==> src/rtl/mac_hash_pkg.sv <==
package mac_hash_pkg;
  localparam int          MAC_W    = 48;
  localparam int          EGRESS_W = 4;
  localparam logic [15:0] CRC_GEN  = 16'h8005;

  typedef enum logic [1:0] {
    ST_IDLE = 2'd0,
    ST_WALK = 2'd1,
    ST_DONE = 2'd2
  } walk_state_e;
endpackage

==> src/rtl/mac_crc16_hash.sv <==
module mac_crc16_hash
  import mac_hash_pkg::*;
#(
  parameter int KEY_W = MAC_W,
  parameter int BKT_W = 4
) (
  input  logic [KEY_W-1:0] key,
  output logic [BKT_W-1:0] bucket
);
  logic [15:0] crc;

  // Serial CRC unrolled: one shift/xor step per key bit, MSB first.
  always_comb begin
    logic fb;
    crc = 16'h0000;
    for (int i = KEY_W - 1; i >= 0; i--) begin
      fb  = crc[15] ^ key[i];
      crc = {crc[14:0], 1'b0} ^ (fb ? CRC_GEN : 16'h0000);
    end
  end

  assign bucket = crc[BKT_W-1:0];
endmodule

==> src/rtl/mac_entry_store.sv <==
module mac_entry_store
  import mac_hash_pkg::*;
#(
  parameter int KEY_W   = MAC_W,
  parameter int PORT_W  = EGRESS_W,
  parameter int BUCKETS = 16,
  parameter int ENTRIES = 32,
  localparam int BKT_W  = $clog2(BUCKETS),
  localparam int PTR_W  = $clog2(ENTRIES)
) (
  input  logic              clk,
  input  logic              rst_n,
  // bucket head read
  input  logic [BKT_W-1:0]  head_rd_bkt,
  output logic [PTR_W-1:0]  head_rd_ptr,
  // entry read
  input  logic [PTR_W-1:0]  ent_rd_ptr,
  output logic              ent_rd_valid,
  output logic [KEY_W-1:0]  ent_rd_key,
  output logic [PORT_W-1:0] ent_rd_port,
  output logic [PTR_W-1:0]  ent_rd_next,
  // head insertion
  input  logic              wr_strobe,
  input  logic [BKT_W-1:0]  wr_bkt,
  input  logic [PTR_W-1:0]  wr_idx,
  input  logic [KEY_W-1:0]  wr_key,
  input  logic [PORT_W-1:0] wr_port
);
  logic [PTR_W-1:0]  head_q   [BUCKETS];
  logic [ENTRIES-1:0] vld_q;
  logic [KEY_W-1:0]  key_mem  [ENTRIES];
  logic [PORT_W-1:0] port_mem [ENTRIES];
  logic [PTR_W-1:0]  next_mem [ENTRIES];
  logic [PTR_W-1:0]  old_head;

  assign old_head = head_q[wr_bkt];

  // Bucket heads and valid flags: reset to empty.
  always_ff @(posedge clk or negedge rst_n) begin
    if (!rst_n) begin
      for (int b = 0; b < BUCKETS; b++) head_q[b] <= '0;
      vld_q <= '0;
    end else if (wr_strobe) begin
      head_q[wr_bkt] <= wr_idx;
      vld_q[wr_idx]  <= 1'b1;
    end
  end

  // Entry payload: no reset, only reachable through a head pointer.
  always_ff @(posedge clk) begin
    if (wr_strobe) begin
      key_mem[wr_idx]  <= wr_key;
      port_mem[wr_idx] <= wr_port;
      next_mem[wr_idx] <= old_head;
    end
  end

  assign head_rd_ptr  = head_q[head_rd_bkt];
  assign ent_rd_valid = vld_q[ent_rd_ptr];
  assign ent_rd_key   = key_mem[ent_rd_ptr];
  assign ent_rd_port  = port_mem[ent_rd_ptr];
  assign ent_rd_next  = next_mem[ent_rd_ptr];

  // the null slot is never filled
  assert_no_null_write_R9: assert property (@(posedge clk) disable iff (!rst_n)
    wr_strobe |-> (wr_idx != '0));

  // after an insert the bucket head names the new entry
  assert_head_insert_R3: assert property (@(posedge clk) disable iff (!rst_n)
    (wr_strobe && !$isunknown(wr_bkt)) |=> (head_q[$past(wr_bkt)] == $past(wr_idx)));
endmodule

==> src/rtl/mac_walk_ctrl.sv <==
module mac_walk_ctrl
  import mac_hash_pkg::*;
#(
  parameter int KEY_W  = MAC_W,
  parameter int PORT_W = EGRESS_W,
  parameter int PTR_W  = 5
) (
  input  logic              clk,
  input  logic              rst_n,
  input  logic              req_valid,
  output logic              req_ready,
  input  logic [KEY_W-1:0]  req_key,
  input  logic [PTR_W-1:0]  head_ptr,
  output logic [PTR_W-1:0]  ent_ptr,
  input  logic              ent_valid,
  input  logic [KEY_W-1:0]  ent_key,
  input  logic [PORT_W-1:0] ent_port,
  input  logic [PTR_W-1:0]  ent_next,
  output logic              res_valid,
  output logic              res_hit,
  output logic [PORT_W-1:0] res_port,
  input  logic              wr_en,
  input  logic [PTR_W-1:0]  wr_idx,
  output logic              wr_ack
);
  walk_state_e       state_q, state_d;
  logic [KEY_W-1:0]  key_q, key_d;
  logic [PTR_W-1:0]  ptr_q, ptr_d;
  logic              hit_q, hit_d;
  logic [PORT_W-1:0] port_q, port_d;
  logic              ld_en;
  logic              is_idle;

  assign is_idle = (state_q == ST_IDLE);

  // Next-state logic
  always_comb begin
    state_d = state_q;
    key_d   = key_q;
    ptr_d   = ptr_q;
    hit_d   = hit_q;
    port_d  = port_q;
    unique case (state_q)
      ST_IDLE: begin
        if (req_valid) begin
          key_d   = req_key;
          ptr_d   = head_ptr;
          state_d = ST_WALK;
        end
      end
      ST_WALK: begin
        if (ptr_q == '0) begin
          hit_d   = 1'b0;
          port_d  = '0;
          state_d = ST_DONE;
        end else if (ent_valid && (ent_key == key_q)) begin
          hit_d   = 1'b1;
          port_d  = ent_port;
          state_d = ST_DONE;
        end else begin
          ptr_d = ent_next;
        end
      end
      ST_DONE: state_d = ST_IDLE;
      default: state_d = ST_IDLE;
    endcase
  end

  assign ld_en = (is_idle && req_valid) || (state_q == ST_WALK);

  // Control and result registers
  always_ff @(posedge clk or negedge rst_n) begin
    if (!rst_n) begin
      state_q <= ST_IDLE;
      hit_q   <= 1'b0;
      port_q  <= '0;
    end else begin
      state_q <= state_d;
      hit_q   <= hit_d;
      port_q  <= port_d;
    end
  end

  // Datapath registers with explicit enable
  always_ff @(posedge clk) begin
    if (ld_en) begin
      key_q <= key_d;
      ptr_q <= ptr_d;
    end
  end

  assign req_ready = is_idle;
  assign ent_ptr   = ptr_q;
  assign res_valid = (state_q == ST_DONE);
  assign res_hit   = hit_q;
  assign res_port  = port_q;
  assign wr_ack    = wr_en && is_idle && (wr_idx != '0);

  // the result strobe lasts one cycle
  assert_result_pulse_R7: assert property (@(posedge clk) disable iff (!rst_n)
    res_valid |=> !res_valid);

  // an accepted request makes the engine busy
  assert_busy_after_accept_R7: assert property (@(posedge clk) disable iff (!rst_n)
    (req_valid && req_ready) |=> !req_ready);

  // ready returns right after the result cycle
  assert_ready_after_result_R7: assert property (@(posedge clk) disable iff (!rst_n)
    res_valid |=> req_ready);

  // a miss carries a zero port
  assert_miss_port_zero_R5: assert property (@(posedge clk) disable iff (!rst_n)
    (res_valid && !res_hit) |-> (res_port == '0));

  // a hit is only reported for a walk that reached a nonzero pointer
  assert_hit_needs_entry_R4: assert property (@(posedge clk) disable iff (!rst_n)
    (res_valid && res_hit) |-> ($past(state_q) == ST_WALK && $past(ptr_q) != '0));
endmodule

==> src/rtl/mac_hash_lookup.sv <==
module mac_hash_lookup
  import mac_hash_pkg::*;
#(
  parameter int KEY_W   = MAC_W,
  parameter int PORT_W  = EGRESS_W,
  parameter int BUCKETS = 16,
  parameter int ENTRIES = 32,
  localparam int BKT_W  = $clog2(BUCKETS),
  localparam int PTR_W  = $clog2(ENTRIES)
) (
  input  logic              clk,
  input  logic              rst_n,
  input  logic              req_valid,
  output logic              req_ready,
  input  logic [KEY_W-1:0]  req_key,
  output logic              res_valid,
  output logic              res_hit,
  output logic [PORT_W-1:0] res_port,
  input  logic              wr_en,
  output logic              wr_ack,
  input  logic [PTR_W-1:0]  wr_idx,
  input  logic [KEY_W-1:0]  wr_key,
  input  logic [PORT_W-1:0] wr_port
);
  logic [1:0]        rst_sync_q;
  logic              rst_core_n;
  logic [BKT_W-1:0]  req_bkt;
  logic [BKT_W-1:0]  wr_bkt;
  logic [PTR_W-1:0]  head_ptr;
  logic [PTR_W-1:0]  ent_ptr;
  logic              ent_valid;
  logic [KEY_W-1:0]  ent_key;
  logic [PORT_W-1:0] ent_port;
  logic [PTR_W-1:0]  ent_next;

  // Asynchronous assert, synchronous release
  always_ff @(posedge clk or negedge rst_n) begin
    if (!rst_n) rst_sync_q <= 2'b00;
    else        rst_sync_q <= {rst_sync_q[0], 1'b1};
  end
  assign rst_core_n = rst_sync_q[1];

  mac_crc16_hash #(.KEY_W(KEY_W), .BKT_W(BKT_W)) u_req_hash (
    .key    (req_key),
    .bucket (req_bkt)
  );

  mac_crc16_hash #(.KEY_W(KEY_W), .BKT_W(BKT_W)) u_wr_hash (
    .key    (wr_key),
    .bucket (wr_bkt)
  );

  mac_entry_store #(
    .KEY_W(KEY_W), .PORT_W(PORT_W), .BUCKETS(BUCKETS), .ENTRIES(ENTRIES)
  ) u_store (
    .clk          (clk),
    .rst_n        (rst_core_n),
    .head_rd_bkt  (req_bkt),
    .head_rd_ptr  (head_ptr),
    .ent_rd_ptr   (ent_ptr),
    .ent_rd_valid (ent_valid),
    .ent_rd_key   (ent_key),
    .ent_rd_port  (ent_port),
    .ent_rd_next  (ent_next),
    .wr_strobe    (wr_ack),
    .wr_bkt       (wr_bkt),
    .wr_idx       (wr_idx),
    .wr_key       (wr_key),
    .wr_port      (wr_port)
  );

  mac_walk_ctrl #(.KEY_W(KEY_W), .PORT_W(PORT_W), .PTR_W(PTR_W)) u_ctrl (
    .clk       (clk),
    .rst_n     (rst_core_n),
    .req_valid (req_valid),
    .req_ready (req_ready),
    .req_key   (req_key),
    .head_ptr  (head_ptr),
    .ent_ptr   (ent_ptr),
    .ent_valid (ent_valid),
    .ent_key   (ent_key),
    .ent_port  (ent_port),
    .ent_next  (ent_next),
    .res_valid (res_valid),
    .res_hit   (res_hit),
    .res_port  (res_port),
    .wr_en     (wr_en),
    .wr_idx    (wr_idx),
    .wr_ack    (wr_ack)
  );
endmodule

==> config.mk <==
export PLATFORM = sky130hd
export DESIGN_NAME = mac_hash_lookup
export DESIGN_NICKNAME = d
export VERILOG_FILES = /design/src/rtl/mac_hash_pkg.sv /design/src/rtl/mac_crc16_hash.sv /design/src/rtl/mac_entry_store.sv /design/src/rtl/mac_walk_ctrl.sv /design/src/rtl/mac_hash_lookup.sv
export SDC_FILE = /design/constraint.sdc
export NUM_CORES = 2
export LEC_CHECK = 0
export ABC_AREA = 1
export BUFFER_PORTS_ARGS = -buffer_cell sky130_fd_sc_hd__buf_4
export CAP_MARGIN = 40
export CELL_PAD_IN_SITES_DETAIL_PLACEMENT = 1
export CELL_PAD_IN_SITES_GLOBAL_PLACEMENT = 1
export CORE_UTILIZATION = 35
export CTS_CLUSTER_SIZE = 28
export DETAILED_ROUTE_END_ITERATION = 8
export MAX_ROUTING_LAYER = met4
export PLACE_DENSITY = 0.64
export SYNTH_ARGS = -nofsm -noshare
export SYNTH_HDL_FRONTEND = slang
export SYNTH_SLANG_ARGS = --single-unit
==> constraint.sdc <==
create_clock -name clk -period 3.8 [get_ports clk]
set_input_delay 0.19 -clock clk [delete_from_list [all_inputs] [get_ports clk]]
set_output_delay 0.19 -clock clk [all_outputs]
set_load 0.02 [all_outputs]
==> impl_metrics.tcl <==
set metrics [dict create \
    p_seq_frac 0.328 \
    synth_seq_cells 2003 \
    min_path_type "primary input to register" \
    root_buffer "clkbuf_16" \
    hold_start "wr_key[32]" \
    routed-wl-met3_mm 23.8 \
    worstPathCellList "buf_12 > clkinv_16 > buf_16 > buf_4 > o21ai_0 > o221ai_1 > nand3_1 > nand3_1 > nand2_1 > o21ai_0 > nor4_1 > nand4_1 > nor4_4 > nand2_2 > nand2_1 > nand2_1 > buf_6 > nand2_1 > o21ai_1" \
    clkPwrFrac 0.244 \
    finalSetupTns_ps -1.38 \
    relSlewSlack 0.415 \
    synth_top_cells_by_area "edfxtp_1, o21ai_0, nor2_1" \
    holdWs_ps 65.2 \
    ir_drop_mv 0.916 \
    fin_ws_ps -1.38 \
    worstPathRequired_ps 4510 \
    drv_cap 0 \
    crit_cells 19 \
    drt_wl_total_mm 306 \
    die_x_um 485 \
    tritoncts "done" \
    syn_area_per_cell_um2 12.7 \
    grt_overflow 0 \
    critPathSlowestCell "dfxtp_4" \
    timing.fmax_mhz 263 \
    drcViolationCount 0 \
    grt_max_degree 120 \
    violations "setup timing" \
    finalHoldViolCount 0 \
    top_layer_used "met4" \
    clockBufferDepth 3 \
    htreeDepth 4 \
    wl_met1_mm 130 \
    r2r-end "u_ctrl.res_port[2]" \
    status "finished, violations left" \
    syn_area_um2 81700 \
    track_usage 0.258 \
    drive_gt1_frac 0.165 \
    die_h_um 485 \
    setup_viol 1 \
    core.rowCount 177 \
    p_sw_frac 0.396 \
    synthToLayoutAreaGrowth_pct 22.5 \
    powerDensity_nw_per_um2 835 \
    hold_depth 3 \
    fin_cells 10200 \
    max_stage_delay_ps 430 \
    io_pins 117 \
    drt-initial-drc-count 6482 \
    synthCells 6439 \
    grt_pass1_vias 59700 \
    synth_edf_count 1877 \
    via_per_inst 5.85 \
    switching_power_mw 33.2 \
    mostFrequentLayoutCell "edfxtp_1" \
    synthArstFlopShare 0.0604 \
    antenna_left 0 \
    wl_per_cell_um 29.9 \
    synth_top_flop_cell "edfxtp_1" \
    n_fill_cell 23900 \
    worst-path-max-fanout 28 \
    slew_violations 0 \
    worst_slew_pin_slew_ps 875 \
    fin_nets 7129 \
    numCtsBuffers 207 \
    comb_power_share 0.429 \
    grt_pass1_wl_mm 428 \
    cp_common_cell "nand2_1" \
    start_kind "register" \
    clk_pin_slew_ps 60 \
    clk_latency_ps 870 \
    final_cell_mix "edfxtp_1, o21ai_0, nor2_1, nand2_1, buf_4" \
    yosysTopAreaCellShare 0.690 \
    fin_skew_ps 66.0 \
    fin_crit_ps 3800 \
    dp_hpwl_mm 174 \
    core-area_um2 232000 \
    intPower_mw 50.5 \
    firstDrtPassIters 7 \
    end_kind "register" \
    ys_types 49 \
    worst_hold_path.endpoint "u_store.key_mem[16][32]" \
    ys_seq_area_frac 0.728 \
    crit_buf_inv 5 \
    path_delay_family "simple AND/OR/NAND/NOR gates" \
    worst_ep_arrival_time_ps 4510 \
    period_share 1.00 \
    port-buffer-count 116 \
    reg2reg_depth 19 \
    r2r_slack_ps -1 \
    grt_antenna_before_repair 7 \
    initial_core_util 0.352 \
    synth_top_cell_by_area "edfxtp_1" \
    via_count 59900 \
    cts_sinks 2003 \
    yosysWarnings 0 \
    crit_type "register to register" \
    leakagePower_nw 34.4 \
    place_inst 9692 \
    wl_met2_mm 143 \
    die-area_um2 235000 \
    gp_congestion 0.898 \
]
power by group through the flow:
stage	sequential (mW)	combinational, mW	clock, mW
finish	27.4	35.8	20.4
floorplan	27.4	17.3	0
global placement	27.8	31.6	0
detailed placement	27.8	32.5	0
CTS	27.4	33.3	20.6
global route	27.4	38.2	21.3
logic make-up after synthesis:
kind of cell / Yosys count / synth area share
other: 2 / 0.0000919
multiplexers: 23 / 0.00317
AO/OA/AOI/OAI: 1652 / 0.123
AND/OR/NAND/NOR: 2050 / 0.105
XOR/XNOR: 121 / 0.0138
buffers and inverters: 588 / 0.0274
flip-flops: 2003 / 0.728
cells in the mapped netlist, types with 3 or more instances:
cell type and instances:
a31oi_1 27, nor3_4 7, a32o_1 35, nand3b_1 10, dfrtp_1 121, inv_2 6, buf_1 17, nand3_1 407
nand2_1 530, xnor3_1 3, nand4_1 26, xnor2_1 59, edfxtp_1 1877, o22ai_1 78, dfxtp_1 5, o211ai_1 24
or2_2 17, xor2_1 57, nand3_2 3, nor2_1 1013, nand2_2 13, inv_1 148, mux2_2 23, nor3_1 5
buf_2 10, clkbuf_1 400, a32oi_1 8, buf_4 4, o221ai_1 361, o21ai_0 1035, nor4_1 9, a21oi_1 67
o21ai_1 11
routing by layer:
metal | vias to the layer above | GRT usage
li1 | 25200 | -
met1 | 31600 | 0.349
met2 | 2632 | 0.402
met3 | 530 | 0.0358
met4 | 0 | 0.0786
met5 | - | -
repair_timing:
| item | 4_1_cts | 5_1_grt |
|---|---|---|
| endpoints found under the hold margin | 1684 | 1 |
| setup buffers | 4 | 29 |
| gates cloned | 5 | 16 |
| pin swaps | 2 | 51 |
| resized for setup | 27 | 173 |
| setup endpoints to repair | 15 | 248 |
| hold buffers | 107 | 1 |
cell type report:
class | instances | area [µm²] | area share
Clock inverter | 136 | 1350 | 0.0135
Inverter | 156 | 639 | 0.00639
Sequential cell | 2003 | 59500 | 0.594
Timing Repair inverter | 2 | 20.0 | 0.000200
Antenna cell | 4 | 10.0 | 0.000100
Tap cell | 3043 | 3810 | 0.0380
Multi-Input combinational cell | 3904 | 20900 | 0.209
Clock buffer | 250 | 5390 | 0.0538
Timing Repair Buffer | 746 | 8450 | 0.0844
worst register-to-register path: cells and delay by family, from the launching register on:
kind	cells	cell delay, ps
flip-flops	1	430
AND/OR/NAND/NOR	10	1680
buffers and inverters	5	940
AO/OA/AOI/OAI	4	590
worst max path at each step:
stage,start,endpoint
5_1_grt,register,register
6_report,register,u_ctrl.res_port[2]
3_3_place_gp,wr_key[42],u_store.next_mem[27][4]
4_1_cts,register,u_ctrl.res_port[2]
3_5_place_dp,wr_key[42],u_store.next_mem[27][4]
2_1_floorplan,u_ctrl.state_q[0],u_store.key_mem[10][0]
sequential cells by signal, summed over array words and instances (netlist names), named ones only:
register,cells
u_store.vld_q,32
rst_sync_q,2
u_ctrl.key_q,48
u_ctrl.state_q,2
u_store.key_mem,1536
u_store.head_q,80
u_store.next_mem,160
u_ctrl.res_hit,1
u_ctrl.res_port,4
u_ctrl.ent_ptr,5
u_store.port_mem,128
stage by stage:
stage / util / setup slack, ps / total power, mW / cell area, µm²
2_1_floorplan: - / -848 / 44.7 / 82000
3_3_place_gp: 0.390 / -519 / 59.4 / 90600
3_5_place_dp: 0.390 / -619 / 60.4 / 90600
4_1_cts: 0.425 / 4.11 / 81.3 / 98700
5_1_grt: 0.431 / -69.4 / 86.9 / 100000
6_report: 0.431 / -1.38 / 83.6 / 100000
Note: power is estimated with default switching activity, not from simulation.
